<file path="config.mk">
export PLATFORM = sky130hd
export DESIGN_NAME = ecc_buf_port
export DESIGN_NICKNAME = d
export VERILOG_FILES = /design/src/rtl/ebp_pkg.sv /design/src/rtl/ebp_frame_reg.sv /design/src/rtl/ebp_xfer_fsm.sv /design/src/rtl/ebp_read_path.sv /design/src/rtl/ecc_buf_port.sv
export SDC_FILE = /design/constraint.sdc
export NUM_CORES = 1
export LEC_CHECK = 0
export ABC_AREA = 1
export BUFFER_PORTS_ARGS = -buffer_cell sky130_fd_sc_hd__buf_2
export CAP_MARGIN = 0
export CORE_MARGIN = 2
export CORE_UTILIZATION = 51
export DETAILED_ROUTE_END_ITERATION = 8
export PLACE_DENSITY = 0.87
export SYNTH_ARGS = -nofsm -noshare
export SYNTH_HDL_FRONTEND = slang
export SYNTH_SLANG_ARGS = --single-unit
</file>
<file path="constraint.sdc">
create_clock -name clk -period 1.5 [get_ports clk]
set_input_delay 0.075 -clock clk [delete_from_list [all_inputs] [get_ports clk]]
set_output_delay 0.075 -clock clk [all_outputs]
set_load 0.1 [all_outputs]
</file>
<file path="src/rtl/ebp_pkg.sv">
package ebp_pkg;
   typedef enum logic {
      XS_IDLE = 1'b0,
      XS_MOVE = 1'b1
   } xfer_state_e;
endpackage

</file>
<file path="src/rtl/ebp_frame_reg.sv">
module ebp_frame_reg #(
   parameter int FRAME_W = 11
) (
   input  logic               clk,
   input  logic               rst_n,
   input  logic               cpu_wr,
   input  logic               cpu_sel_hi,
   input  logic [7:0]         cpu_wdata,
   input  logic               busy,
   output logic [FRAME_W-1:0] frame_q
);
   localparam int HI_W = FRAME_W - 8;

   generate
      if (FRAME_W < 9 || FRAME_W > 16) begin : g_bad_width
         $error("ebp_frame_reg: FRAME_W must be in 9..16");
      end
   endgenerate

   logic [7:0]         lo_stage_q;
   logic [FRAME_W-1:0] held_q;
   logic               held_vld_q;
   logic [FRAME_W-1:0] new_val;

   assign new_val = {cpu_wdata[HI_W-1:0], lo_stage_q};

   always_ff @(posedge clk or negedge rst_n) begin
      if (!rst_n) begin
         lo_stage_q <= '0;
         held_q     <= '0;
         held_vld_q <= 1'b0;
         frame_q    <= '0;
      end else begin
         if (cpu_wr && !cpu_sel_hi) begin
            lo_stage_q <= cpu_wdata;
         end
         if (cpu_wr && cpu_sel_hi) begin
            if (busy) begin
               held_q     <= new_val;
               held_vld_q <= 1'b1;
            end else begin
               frame_q    <= new_val;
               held_vld_q <= 1'b0;
            end
         end else if (held_vld_q && !busy) begin
            frame_q    <= held_q;
            held_vld_q <= 1'b0;
         end
      end
   end
endmodule

</file>
<file path="src/rtl/ebp_xfer_fsm.sv">
module ebp_xfer_fsm
   import ebp_pkg::*;
#(
   parameter int OFS_W = 12,
   parameter int LEN_W = 8
) (
   input  logic             clk,
   input  logic             rst_n,
   input  logic             eng_start,
   input  logic             eng_burst,
   input  logic             eng_write,
   input  logic [LEN_W-1:0] eng_len,
   input  logic [OFS_W-1:0] eng_offset,
   input  logic             mem_ack,
   output logic             busy,
   output logic             burst_o,
   output logic             we_o,
   output logic             done_o,
   output logic [OFS_W-1:0] ofs_q
);
   generate
      if (LEN_W < 1 || OFS_W < 1) begin : g_bad_width
         $error("ebp_xfer_fsm: LEN_W and OFS_W must be positive");
      end
   endgenerate

   xfer_state_e      state_q;
   logic [LEN_W-1:0] left_q;
   logic [LEN_W-1:0] first_len;
   logic             burst_q;
   logic             we_q;
   logic             last_byte;

   assign first_len = (!eng_burst || eng_len == '0) ? LEN_W'(1) : eng_len;
   assign last_byte = (left_q == LEN_W'(1));
   assign busy      = (state_q == XS_MOVE);
   assign burst_o   = busy & burst_q;
   assign we_o      = busy & we_q;

   always_ff @(posedge clk or negedge rst_n) begin
      if (!rst_n) begin
         state_q <= XS_IDLE;
         left_q  <= '0;
         ofs_q   <= '0;
         burst_q <= 1'b0;
         we_q    <= 1'b0;
         done_o  <= 1'b0;
      end else begin
         done_o <= 1'b0;
         case (state_q)
            XS_IDLE: begin
               if (eng_start) begin
                  state_q <= XS_MOVE;
                  left_q  <= first_len;
                  ofs_q   <= eng_offset;
                  burst_q <= eng_burst;
                  we_q    <= eng_write;
               end
            end
            XS_MOVE: begin
               if (mem_ack) begin
                  ofs_q <= ofs_q + 1'b1;
                  if (last_byte) begin
                     state_q <= XS_IDLE;
                     burst_q <= 1'b0;
                     we_q    <= 1'b0;
                     done_o  <= 1'b1;
                  end else begin
                     left_q <= left_q - 1'b1;
                  end
               end
            end
            default: state_q <= XS_IDLE;
         endcase
      end
   end
endmodule

</file>
<file path="src/rtl/ebp_read_path.sv">
module ebp_read_path #(
   parameter int DATA_W   = 8,
   parameter bit READ_REG = 1'b1
) (
   input  logic              clk,
   input  logic              rst_n,
   input  logic              rd_hit,
   input  logic [DATA_W-1:0] mem_rdata,
   output logic [DATA_W-1:0] rdata,
   output logic              rvalid
);
   generate
      if (READ_REG) begin : g_reg
         always_ff @(posedge clk or negedge rst_n) begin
            if (!rst_n) begin
               rdata  <= '0;
               rvalid <= 1'b0;
            end else begin
               rvalid <= rd_hit;
               if (rd_hit) rdata <= mem_rdata;
            end
         end
      end else begin : g_thru
         assign rdata  = mem_rdata;
         assign rvalid = rd_hit;
      end
   endgenerate
endmodule

</file>
<file path="src/rtl/ecc_buf_port.sv">
module ecc_buf_port #(
   parameter int FRAME_W  = 11,
   parameter int OFS_W    = 12,
   parameter int LEN_W    = 8,
   parameter int DATA_W   = 8,
   parameter bit READ_REG = 1'b1,
   localparam int ADDR_W  = FRAME_W + OFS_W
) (
   input  logic               clk,
   input  logic               rst_n,
   input  logic               cpu_wr,
   input  logic               cpu_sel_hi,
   input  logic [7:0]         cpu_wdata,
   output logic [FRAME_W-1:0] frame_num,
   input  logic               eng_start,
   input  logic               eng_burst,
   input  logic               eng_write,
   input  logic [LEN_W-1:0]   eng_len,
   input  logic [OFS_W-1:0]   eng_offset,
   input  logic [DATA_W-1:0]  eng_wdata,
   output logic               eng_busy,
   output logic               eng_done,
   output logic               eng_byte_ack,
   output logic [DATA_W-1:0]  eng_rdata,
   output logic               eng_rvalid,
   output logic               mem_req,
   output logic               mem_burst,
   output logic               mem_we,
   output logic [ADDR_W-1:0]  mem_addr,
   output logic [DATA_W-1:0]  mem_wdata,
   input  logic               mem_ack,
   input  logic [DATA_W-1:0]  mem_rdata
);
   logic [OFS_W-1:0] ofs_q;
   logic             busy;
   logic             hit;

   ebp_frame_reg #(.FRAME_W(FRAME_W)) u_frame (
      .clk       (clk),
      .rst_n     (rst_n),
      .cpu_wr    (cpu_wr),
      .cpu_sel_hi(cpu_sel_hi),
      .cpu_wdata (cpu_wdata),
      .busy      (busy),
      .frame_q   (frame_num)
   );

   ebp_xfer_fsm #(.OFS_W(OFS_W), .LEN_W(LEN_W)) u_fsm (
      .clk       (clk),
      .rst_n     (rst_n),
      .eng_start (eng_start),
      .eng_burst (eng_burst),
      .eng_write (eng_write),
      .eng_len   (eng_len),
      .eng_offset(eng_offset),
      .mem_ack   (hit),
      .busy      (busy),
      .burst_o   (mem_burst),
      .we_o      (mem_we),
      .done_o    (eng_done),
      .ofs_q     (ofs_q)
   );

   assign hit          = mem_ack & busy;
   assign mem_req      = busy;
   assign eng_busy     = busy;
   assign eng_byte_ack = hit;
   assign mem_addr     = {frame_num, ofs_q};
   assign mem_wdata    = eng_wdata;

   ebp_read_path #(.DATA_W(DATA_W), .READ_REG(READ_REG)) u_rd (
      .clk      (clk),
      .rst_n    (rst_n),
      .rd_hit   (hit & ~mem_we),
      .mem_rdata(mem_rdata),
      .rdata    (eng_rdata),
      .rvalid   (eng_rvalid)
   );
endmodule

</file>
Yosys cells after proc, flatten, opt, wreduce, memory -nomap -nowiden
Index checks and enable logic that the tools add are counted.

word-level totals
  register bits = 64
  bits of input ports = 52
  output and inout bits = 57
  logic and storage cells = 67

operators by class
  mux-type cells = 27
  bitwise logic cells = 6
  add/sub/neg operators = 2
  reductions and logical operators = 14
  eq/ne operators = 6

operators by type and width
  operator                                             number
  2-to-1 mux 11 bit                                    3
  2-to-1 mux 8 bit                                     4
  2-to-1 mux 12 bit                                    2
  case mux 12 bit (2 select lines)                     1
  case mux 8 bit (2 select lines)                      1
  2-to-1 mux 1 bit                                     13
  adder 12 x 1 -> 12 bit, second input constant        1
  inequality test 2 bit, second input constant         5
  equality test 8 x 1 -> 1 bit, second input constant  1
  zero test 8 bit                                      1
  subtractor 8 x 1 -> 8 bit, second input constant     1
  case mux 1 bit (2 select lines)                      3
  AND reduction 2 bit                                  3
  AND reduction 3 bit                                  2
  AND 1 bit                                            4
  logical AND 1 bit                                    3
  zero test 1 bit                                      3
  NOT 1 bit                                            2
  nonzero test 2 bit                                   1
  logical OR 1 bit                                     1

Longest topological paths before layout
Gate-level depths: netlist (run 1).

  depth in word-level cells = 5
  gate-level depth with buffers = 9
  gate-level depth less buffers = 9

Modules after synthesis
A second synthesis (run 1) with hierarchy kept.

unflattened totals
  cells, all modules = 467
  area total of the unflattened synthesis = 3542.1 um^2

modules (own cells, without submodules)
  module         area an instance (um^2)  times used  sequential area each (um^2)  cells each
  ebp_xfer_fsm   1714.1                   1           600.6                        245
  ebp_frame_reg  1333.8                   1           775.7                        164
  ebp_read_path  330.3                    1           225.2                        35
  ecc_buf_port   163.9                    1           0.0                          23

Worst setup path before layout (run 1)
No wires, ideal clock.

  path kind = register to register
  start = reg u_fsm.state_q, in the netlist u_fsm.busy
  end = reg u_fsm.ofs_q[6]
  period minus slack after synthesis = 2.215 ns
  setup slack = -0.715 ns
  path buffers = 1
  cell stages (with the launch flop) = 7
  arrival = 2.137 ns
  setup time = 0.078 ns
  path through = dfrtp_1 > nand2_1 > inv_2 > buf_2 > nand2_1 > nand2_1 > a21boi_1

on the way
  longest elaborated chain between the ends = 3

ends and longest elaborated chain
  element                                 line                text
  start, declared                         ebp_xfer_fsm.sv:27  xfer_state_e state_q;
  start signal, assigned                  ebp_xfer_fsm.sv:42  state_q <= XS_IDLE;
  start signal, assigned                  ebp_xfer_fsm.sv:53  state_q <= XS_MOVE;
  start signal, assigned                  ebp_xfer_fsm.sv:64  state_q <= XS_IDLE;
  AND 1 bit                               ecc_buf_port.sv:64  assign hit = mem_ack & busy;
  via eng_byte_ack                        ecc_buf_port.sv:23  output logic eng_byte_ack,
  inequality test 2 bit (no source line)  n/a
  AND reduction 2 bit (no source line)    n/a
  end signal, assigned                    ebp_xfer_fsm.sv:55  ofs_q <= eng_offset;
  end signal, assigned                    ebp_xfer_fsm.sv:62  ofs_q <= ofs_q + 1'b1;
  end, declared                           ebp_xfer_fsm.sv:19  output logic [OFS_W-1:0] ofs_q

The timed path passes the listed nets, and every way through them passes these cells.
A chain may end at the register's enable or synchronous reset.

Final worst setup path (run 1)
  start = reg u_fsm.state_q, in the netlist u_fsm.busy
  end = reg u_fsm.left_q[5]

on the way
  longest elaborated chain between the ends = 3

ends and longest elaborated chain
  element                                        line                                    text
  AND 1 bit / NOT 1 bit (equally long branches)  ecc_buf_port.sv:64, ebp_xfer_fsm.sv:50
  inequality test 2 bit (no source line)         n/a
  AND reduction 3 bit (no source line)           n/a
  end signal, assigned                           ebp_xfer_fsm.sv:54                      left_q <= first_len;
  end signal, assigned                           ebp_xfer_fsm.sv:69                      left_q <= left_q - 1'b1;
  end, declared                                  ebp_xfer_fsm.sv:28                      logic [LEN_W-1:0] left_q;

Several ways; a longest one is shown, not always the timed one.

==> results.py, run 1 <==
metrics = {
    "clocking": {
        "cts_tree": "yes",
        "clock_sinks": 64,
        "clock_latency_ns": 0.34,
        "htreeDepth": 3,
        "cts_buffers": 9,
        "root_buffer": "clkbuf_8",
        "path_clk_slew_ns": 0.07,
        "cts_buffer_depth": 2,
    },
    "synth": {
        "ys_async_sr_fraction_pct": 100,
        "synth.yosys.seq_area_share_pct": 47.9,
        "synthFlopType": "dfrtp_1",
        "synth_cell_type_count": 33,
        "netlist_instances": 424,
        "synth.area.top_cells": "dfrtp_1 (48%), nand2_1 (14%), nor2_1 (5.6%)",
        "synth_top_area_share_pct": 47.9,
        "syn_nets": 479,
        "synth_warnings": 0,
        "netlist_top_cells_count": "nand2_1 (126), dfrtp_1 (64), nor2_1 (50), nand3_1 (34), inv_1 (31)",
        "synth_area_um2": 3340,
        "synth_edf_count": 0,
        "synth_area_per_cell_um2": 7.88,
        "yosysMostFrequentCell": "nand2_1",
        "synth_top_area_cell": "dfrtp_1",
        "synth_seq_cells": 64,
    },
    "timing": {
        "post-route-min-period_ns": 1.43,
        "setup_violations": 0,
        "tns_ns": 0,
        "finalClockSkew_ns": 0.00846,
        "drv_slew": 0,
        "hold_viol_final": 0,
        "rsz0062_at_grt": "true",
        "finalCritPeriodShare_pct": 95.6,
        "tightest_slew_ns": 0.523,
        "fmax_ghz": 0.697,
        "slew_headroom_pct": 65.1,
    },
    "drt": {
        "drt-total-wl_um": 8200,
        "routedWlPerCell_um": 13.5,
        "initialDrtViolationCount": 186,
        "vias_per_cell": 5.26,
        "dr.pass1.iters": 4,
        "drc_errors": 0,
        "via_count": 3186,
        "postRouteAntennaNets": 0,
    },
    "hold_path": {
        "hold_class": "input pin to register",
    },
    "floorplan": {
        "dieHeight_um": 85.0,
        "design.core.area_um2": 6350,
        "core.rowCount": 29,
        "initial_utilization_pct": 52.7,
        "die_width_um": 85.0,
        "dieArea_um2": 7220,
        "ioPinCount": 109,
    },
    "global_routing": {
        "grt_pass1_vias": 3011,
        "antenna_found_initial": 0,
        "track_usage_pct": 23.8,
        "grt_first_pass_wirelength_um": 13600,
        "grt_overflow": 0,
        "grt_max_degree": 28,
    },
    "worst_setup_path": {
        "crit_path_end_kind": "register",
        "start_kind": "register",
        "crit_fanout": 7,
        "worst-setup-path-type": "register to register",
        "arrival_ns": 1.65,
        "required_ns": 1.72,
    },
    "final_layout": {
        "stdcell_area_um2": 4290,
        "drive_above_1_share_pct": 30.6,
        "syn2layout_area_growth_pct": 28.2,
        "diodes": 0,
        "num-nets-final": 579,
    },
    "placed_design": {
        "place_hpwl_um": 5850,
        "port_buffers": 92,
        "placed_cell_area_um2": 3940,
        "place_congestion": 0.895,
    },
    "power": {
        "ir_worst_vdd_uv": 2530,
        "totalPowerFinal_mw": 9.93,
        "leakage_nw": 2.25,
        "power.density_nw_per_um2": 2320,
    },
    "outcome": {
        "status": "complete, no violations",
    },
    "job": {
        "drv_cap": 0,
    },
}
placed cells by master, fill, tap and decap left out, types with 2 or more instances in the layout:
| cell type | count |
|---|---|
| nand2_1 | 123 |
| inv_1 | 29 |
| o21ai_1 | 4 |
| o22ai_1 | 2 |
| ha_1 | 2 |
| mux2_2 | 3 |
| xnor2_1 | 2 |
| clkbuf_1 | 2 |
| nand3b_1 | 2 |
| nor3_1 | 2 |
| nand2_2 | 5 |
| dfrtp_4 | 3 |
| a31oi_1 | 12 |
| nor2_4 | 2 |
| dfrtp_2 | 9 |
| clkinvlp_4 | 2 |
| nand4_1 | 3 |
| nand3_2 | 2 |
| nor2_1 | 49 |
| dlygate4sd3_1 | 12 |
| inv_2 | 3 |
| clkbuf_8 | 11 |
| clkinv_2 | 2 |
| buf_12 | 6 |
| buf_2 | 87 |
| o21ai_0 | 23 |
| nor2_2 | 3 |
| buf_4 | 15 |
| dfrtp_1 | 52 |
| nand3_1 | 33 |
| a21oi_1 | 12 |
state kept, by name (all words and copies together), names as in the netlist, 8 cells and up:
| signal | count |
|---|---|
| u_frame.frame_q | 11 |
| u_frame.held_q | 11 |
| u_frame.lo_stage_q | 8 |
| u_fsm.left_q | 8 |
| u_fsm.ofs_q | 12 |
| u_rd.rdata | 8 |
final timing paths:
| kind | end | depth (start not counted) | slack, ns | start |
|---|---|---|---|---|
| max reg2reg | u_fsm.left_q[5] | 7 | 0.07 | u_fsm.busy |
| max in group asynchronous | u_rd.rdata[6] | 4 | 0.63 | rst_n |
| min in group asynchronous | u_frame.held_q[4] | 2 | 0.20 | rst_n |
| min reg2reg | u_rd.rdata[4] | 2 | 0.48 | u_rd.rdata[4] |
| max | u_fsm.left_q[5] | 7 | 0.07 | u_fsm.busy |
| min | u_frame.lo_stage_q[3] | 3 | 0.0004 | cpu_wdata[3] |
kinds of logic (layout without fill, tap and decap cells):
logic type,after synthesis,in the layout,share of synthesized area [%]
compound gates,56,56,9.51
xor+xnor,3,3,0.786
fa+ha+maj,3,3,1.12
buf+inv,68,173,10.7
flops,64,64,47.9
mux,4,4,1.31
simple gates,226,226,28.7
per-layer routing:
layer  up-vias  track usage [%]  part of all wire, %
li1       1541                -                    -
met1      1478             29.4                   40
met2       145             40.5                   50
met3        22             4.38                  6.9
met4         0             10.8                  2.3
met5         -                0                    0
worst max-delay path, stage by stage (launching register included):
cell	delay (ns)
dfrtp_4	0.50
buf_4	0.17
nor2_8	0.15
inv_2	0.08
nand2_2	0.10
nand2_4	0.08
o21ai_1	0.17
nand2_1	0.07
where the power goes:
part	total, mW	leakage (nW)	internal (mW)	switching, mW
registers	2.76	0.771	2.28	0.479
logic	5.68	1.37	1.10	4.57
clock network	1.49	0.103	0.854	0.631
stage by stage:
stage | instances | hold slack, ns | utilization [%] | worst slack [ns]
after floorplan | 424 | -0.221 | - | 0.00236
after global placement | 576 | 0.0132 | 62.0 | 0.150
after detailed placement | 576 | 0.0143 | 62.0 | 0.0661
after CTS | 606 | 0.000543 | 67.3 | 0.0240
after global routing | 606 | 0.0138 | 67.5 | 0.00705
final | 606 | 0.000394 | 67.5 | 0.0659
timing repair:
item / in CTS / in global routing
setup buffers: 2 / 0
hold buffers: 12 / 0
endpoints found under the setup margin: 3 / 12
endpoints found under the hold margin: 57 / 0
pin swaps: 0 / 1
resized for setup: 0 / 4
final cells by class:
type	instances	area, µm²
Clock buffer	13	159
Clock inverter	3	40.0
Fill cell	475	2060
Inverter	36	150
Multi-Input combinational cell	292	1420
Sequential cell	64	1620
Tap cell	77	96.3
Timing Repair Buffer	121	800
(Power assumes the default switching activity.)
==> inputs of run 2 (changes only) <==
Settings changed: HOLD_SLACK_MARGIN set to 0.1.
==> run 2 against run 1 <==
Total power rose by 0.93%; setup slack got worse by 0.013 ns; combinational power rose by 1%; register-to-register slack barely moved; largest cell class unchanged.
==> results.py, run 2 (same netlist as run 1, synthesis figures left out) <==
metrics = {
    "outcome": {
        "status": "complete, no violations",
    },
    "worst_setup_path": {
        "crit_path_end_kind": "register",
        "start_kind": "register",
        "slowest_stage": "dfrtp_4",
        "cp_cell_sequence": "buf_4 -> nor2_8 -> inv_2 -> nand2_2 -> nand2_4 -> o21ai_1 -> nand2_1",
        "required_ns": 1.73,
        "crit_fanout": 7,
        "arrival_ns": 1.67,
        "worst-setup-path-type": "register to register",
        "max_stage_delay_ns": 0.50,
    },
    "drt": {
        "routedWlPerCell_um": 14.3,
        "via_count": 3365,
        "drt-total-wl_um": 9050,
        "postRouteAntennaNets": 0,
        "vias_per_cell": 5.33,
        "initialDrtViolationCount": 212,
        "route.met2.wl_um": 4540,
        "wl_met1_um": 3550,
        "routed.top_layer": "met4",
        "drc_errors": 0,
        "dr_wl_met3_um": 653,
        "dr.pass1.iters": 5,
    },
    "final_layout": {
        "largest_register_ffs": 12,
        "reg_top3": "u_fsm.ofs_q: 12 flops, u_frame.frame_q: 11 flops, u_frame.held_q: 11 flops",
        "final_util_pct": 71.4,
        "diodes": 0,
        "num-nets-final": 604,
        "final_common_cell": "nand2_1",
        "syn2layout_area_growth_pct": 35.7,
        "largest_register": "u_fsm.ofs_q",
        "layout_common_cells": "nand2_1 (123), buf_2 (87), dfrtp_1 (52), nor2_1 (49), dlygate4sd3_1 (37)",
        "fill_cells": 432,
        "drive_above_1_share_pct": 29.2,
    },
    "timing": {
        "finalCritPeriodShare_pct": 96.5,
        "tns_ns": 0,
        "slew_headroom_pct": 64.4,
        "setup_violations": 0,
        "tightest_slew_ns": 0.533,
        "finalClockSkew_ns": 0.00886,
        "rsz0062_at_grt": "true",
        "hold_viol_final": 0,
        "post-route-min-period_ns": 1.45,
        "drv_slew": 0,
        "fmax_ghz": 0.691,
    },
    "global_routing": {
        "track_usage_pct": 25.6,
        "grt_max_degree": 28,
        "antenna_found_initial": 0,
        "grt_first_pass_wirelength_um": 14600,
        "grt_overflow": 0,
        "grt_pass1_vias": 3202,
    },
    "clocking": {
        "clock_sinks": 64,
        "path_clk_slew_ns": 0.06,
        "cts_buffer_depth": 2,
        "root_buffer": "clkbuf_8",
        "cts_tree": "yes",
        "clock_latency_ns": 0.34,
        "cts_buffers": 9,
        "htreeDepth": 3,
    },
    "placed_design": {
        "port_buffers": 92,
        "place_congestion": 0.895,
        "place_hpwl_um": 5850,
    },
    "floorplan": {
        "core.rowCount": 29,
        "dieArea_um2": 7220,
        "ioPinCount": 109,
        "die_width_um": 85.0,
        "initial_utilization_pct": 52.7,
        "design.core.area_um2": 6350,
        "dieHeight_um": 85.0,
    },
    "power": {
        "power.internal_mw": 4.29,
        "switching_share_pct": 57.2,
        "power.density_nw_per_um2": 2210,
        "switchingPower_mw": 5.73,
        "ir_worst_vdd_uv": 2540,
        "p_clk_share_pct": 14.9,
        "totalPowerFinal_mw": 10.0,
        "comb_power_share_pct": 57.4,
        "seqPwrFrac_pct": 27.7,
        "leakage_nw": 2.35,
    },
    "hold_path": {
        "hold_class": "input pin to register",
    },
    "job": {
        "drv_cap": 0,
    },
}
## run 2: per-layer routing
metal / GRT usage (%) / vias up
li1: - / 1592
met1: 31.1 / 1569
met2: 44.5 / 169
met3: 5.25 / 35
met4: 10.1 / 0
met5: 0 / -
## run 2: per-stage QoR
step                hold WS [ns]  setup WS (ns)  instance area (µm²)  instances
global placement          0.0132          0.150                 3940        576
detailed placement        0.0143         0.0661                 3940        576
global route               0.141        0.00122                 4540        631
finish                     0.114         0.0526                 4540        631
CTS                        0.113         0.0240                 4520        631
floorplan                 -0.221        0.00236                 3420        424
## run 2: critical path: cells and delay by family (launching register included)
kind	cells	cell delay, ns
buffers and inverters	2	0.25
AOI/OAI and AO/OA	1	0.16
DFF	1	0.50
and+or+nand+nor	4	0.41
## run 2: timing repair
item / in CTS / in global routing
gates resized for setup: 0 / 4
endpoints found under the hold margin: 98 / 0
gates cloned: 0 / 0
setup buffers: 2 / 0
pin swaps: 0 / 1
setup endpoints to repair: 3 / 12
hold buffers: 37 / 0
## run 2: worst paths after layout
| path | cells past startpoint | from | end | slack [ns] |
|---|---|---|---|---|
| worst max-delay path | 7 | u_fsm.busy | u_fsm.left_q[5] | 0.05 |
| worst min-delay path | 5 | eng_len[7] | u_fsm.left_q[7] | 0.11 |
| worst max register to register | 7 | u_fsm.busy | u_fsm.left_q[5] | 0.05 |
| worst min register to register | 2 | u_rd.rdata[4] | u_rd.rdata[4] | 0.48 |
| max in group asynchronous | 4 | rst_n | u_rd.rdata[6] | 0.64 |
| min in group asynchronous | 2 | rst_n | u_frame.held_q[4] | 0.19 |
## run 2: layout make-up
| type | count | area, µm² | share of cell area (%) |
|---|---|---|---|
| inverter | 36 | 150 | 3.31 |
| sequential | 64 | 1620 | 35.8 |
| clock inverter | 3 | 40.0 | 0.883 |
| timing repair buffer | 146 | 1050 | 23.1 |
| multi-input combinational | 292 | 1420 | 31.2 |
| tap | 77 | 96.3 | 2.12 |
| clock buffer | 13 | 159 | 3.50 |
## run 2: power groups by stage
stage	clock (mW)	sequential [mW]	combinational (mW)
3_3_place_gp	0	2.76	5.52
2_1_floorplan	0	4.88	2.77
5_1_grt	1.58	2.84	6.06
4_1_cts	1.50	2.76	5.73
6_report	1.49	2.77	5.75
3_5_place_dp	0	2.79	5.61
==> inputs of run 3 (changes only) <==
Settings changed: RECOVER_POWER set to 25.
==> run 3 against run 2 <==
Combinational power about the same; final cell count unchanged; critical path depth unchanged; total power about the same; non-clock buffer count unchanged; fmax about the same.
==> results.py, run 3 (same netlist as run 1, synthesis figures left out) <==
metrics = {
    "outcome": {
        "status": "complete, no violations",
    },
    "drt": {
        "dr.pass1.iters": 6,
        "drc_errors": 0,
        "via_count": 3346,
        "drt-total-wl_um": 9090,
        "initialDrtViolationCount": 210,
        "postRouteAntennaNets": 0,
        "vias_per_cell": 5.30,
        "routedWlPerCell_um": 14.4,
    },
    "final_layout": {
        "largest_register": "u_fsm.ofs_q",
        "num-nets-final": 604,
        "drive_above_1_share_pct": 28.9,
        "layout_common_cells": "nand2_1 (123), buf_2 (86), dfrtp_1 (52), nor2_1 (49), dlygate4sd3_1 (37)",
        "syn2layout_area_growth_pct": 35.5,
        "final_common_cell": "nand2_1",
        "reg_top3": "u_fsm.ofs_q: 12 flops, u_frame.frame_q: 11 flops, u_frame.held_q: 11 flops",
        "final_cells": 631,
        "largest_register_ffs": 12,
        "diodes": 0,
    },
    "timing": {
        "tightest_slew_ns": 0.978,
        "tns_ns": 0,
        "hold_viol_final": 0,
        "finalCritPeriodShare_pct": 96.5,
        "post-route-min-period_ns": 1.45,
        "fmax_ghz": 0.691,
        "setup_violations": 0,
        "rsz0062_at_grt": "true",
        "finalClockSkew_ns": 0.00853,
        "drv_slew": 0,
        "slew_headroom_pct": 34.8,
    },
    "worst_setup_path": {
        "start_kind": "register",
        "r2r_end": "u_fsm.left_q[5]",
        "max_stage_delay_ns": 0.50,
        "cp-startpoint": "u_fsm.busy",
        "required_ns": 1.73,
        "r2r_slack_ns": 0.05,
        "arrival_ns": 1.67,
        "worst-setup-path-type": "register to register",
        "r2r_cells": 7,
        "crit-reg2reg-launch": "u_fsm.busy",
        "crit_path_end_kind": "register",
        "crit_fanout": 7,
        "slowest_stage": "dfrtp_4",
        "cp_cell_sequence": "buf_4 -> nor2_8 -> inv_2 -> nand2_2 -> nand2_4 -> o21ai_1 -> nand2_1",
    },
    "floorplan": {
        "dieHeight_um": 85.0,
        "initial_utilization_pct": 52.7,
        "dieArea_um2": 7220,
        "core.rowCount": 29,
        "die_width_um": 85.0,
        "design.core.area_um2": 6350,
        "ioPinCount": 109,
    },
    "clocking": {
        "path_clk_slew_ns": 0.06,
        "cts_buffers": 9,
        "clock_sinks": 64,
        "clock_latency_ns": 0.34,
        "root_buffer": "clkbuf_8",
        "cts_buffer_depth": 2,
        "cts_tree": "yes",
        "htreeDepth": 3,
    },
    "placed_design": {
        "place_inst": 576,
        "place_hpwl_um": 5850,
        "port_buffers": 92,
        "place_congestion": 0.895,
    },
    "global_routing": {
        "antenna_found_initial": 0,
        "grt_overflow": 0,
        "grt_max_degree": 28,
        "grt_pass1_vias": 3202,
        "track_usage_pct": 25.6,
        "grt_first_pass_wirelength_um": 14600,
    },
    "hold_path": {
        "min_to": "u_fsm.left_q[7]",
        "worstHoldStart": "eng_len[7]",
        "hold_class": "input pin to register",
        "whs_path_depth": 5,
    },
    "power": {
        "power.density_nw_per_um2": 2210,
        "totalPowerFinal_mw": 10.0,
        "ir_worst_vdd_uv": 2540,
        "leakage_nw": 2.34,
    },
    "job": {
        "drv_cap": 0,
    },
}
run 3: timing repair:
| item | in CTS | in global routing |
|---|---|---|
| endpoints found under the hold margin | 98 | 0 |
| setup endpoints to repair | 3 | 12 |
| hold buffers | 37 | 0 |
| pin swaps | 0 | 1 |
| resized for setup | 0 | 4 |
| buffers inserted | 2 | 0 |
run 3: worst max-delay path by stage:
stage,to,slack (ns),cells after the start
floorplan,mem_we,0.002,4
global placement,u_fsm.ofs_q[7],0.15,7
detailed placement,u_fsm.ofs_q[7],0.07,7
CTS,eng_byte_ack,0.02,4
global route,u_fsm.ofs_q[7],0.001,7
finish,u_fsm.left_q[5],0.05,7
run 3: cell type report:
class	instances	area [µm²]
clock buffer	13	159
fill	435	1820
inverter	36	150
sequential	64	1620
tap	77	96.3
clock inverter	3	40.0
timing repair buffer	146	1040
multi-input combinational	292	1420
run 3: per-layer routing:
layer | up-vias | share of wire [%] | GRT usage [%]
met5 | - | 0 | 0
met4 | 0 | 3.2 | 10.1
met3 | 35 | 7.5 | 5.25
met2 | 167 | 50 | 44.5
met1 | 1553 | 39 | 31.1
li1 | 1591 | - | -
run 3: report_power, final:
part,switching (mW),internal (mW)
Sequential,0.489,2.28
Clock,0.640,0.854
Combinational,4.60,1.15
run 3: stage by stage:
stage	cell area [µm²]	hold WS, ns	worst slack (ns)	util [%]
3_5_place_dp	3940	0.0143	0.0661	62.0
6_report	4530	0.114	0.0519	71.3
3_3_place_gp	3940	0.0132	0.150	62.0
5_1_grt	4530	0.141	0.00122	71.3
2_1_floorplan	3420	-0.221	0.00236	-
4_1_cts	4520	0.113	0.0240	71.3
run 3: worst max-delay path: cells and delay by family (launching register included):
| family | cells | cell delay, ns |
|---|---|---|
| compound gates | 1 | 0.16 |
| buf+inv | 2 | 0.25 |
| flops | 1 | 0.50 |
| simple gates | 4 | 0.41 |
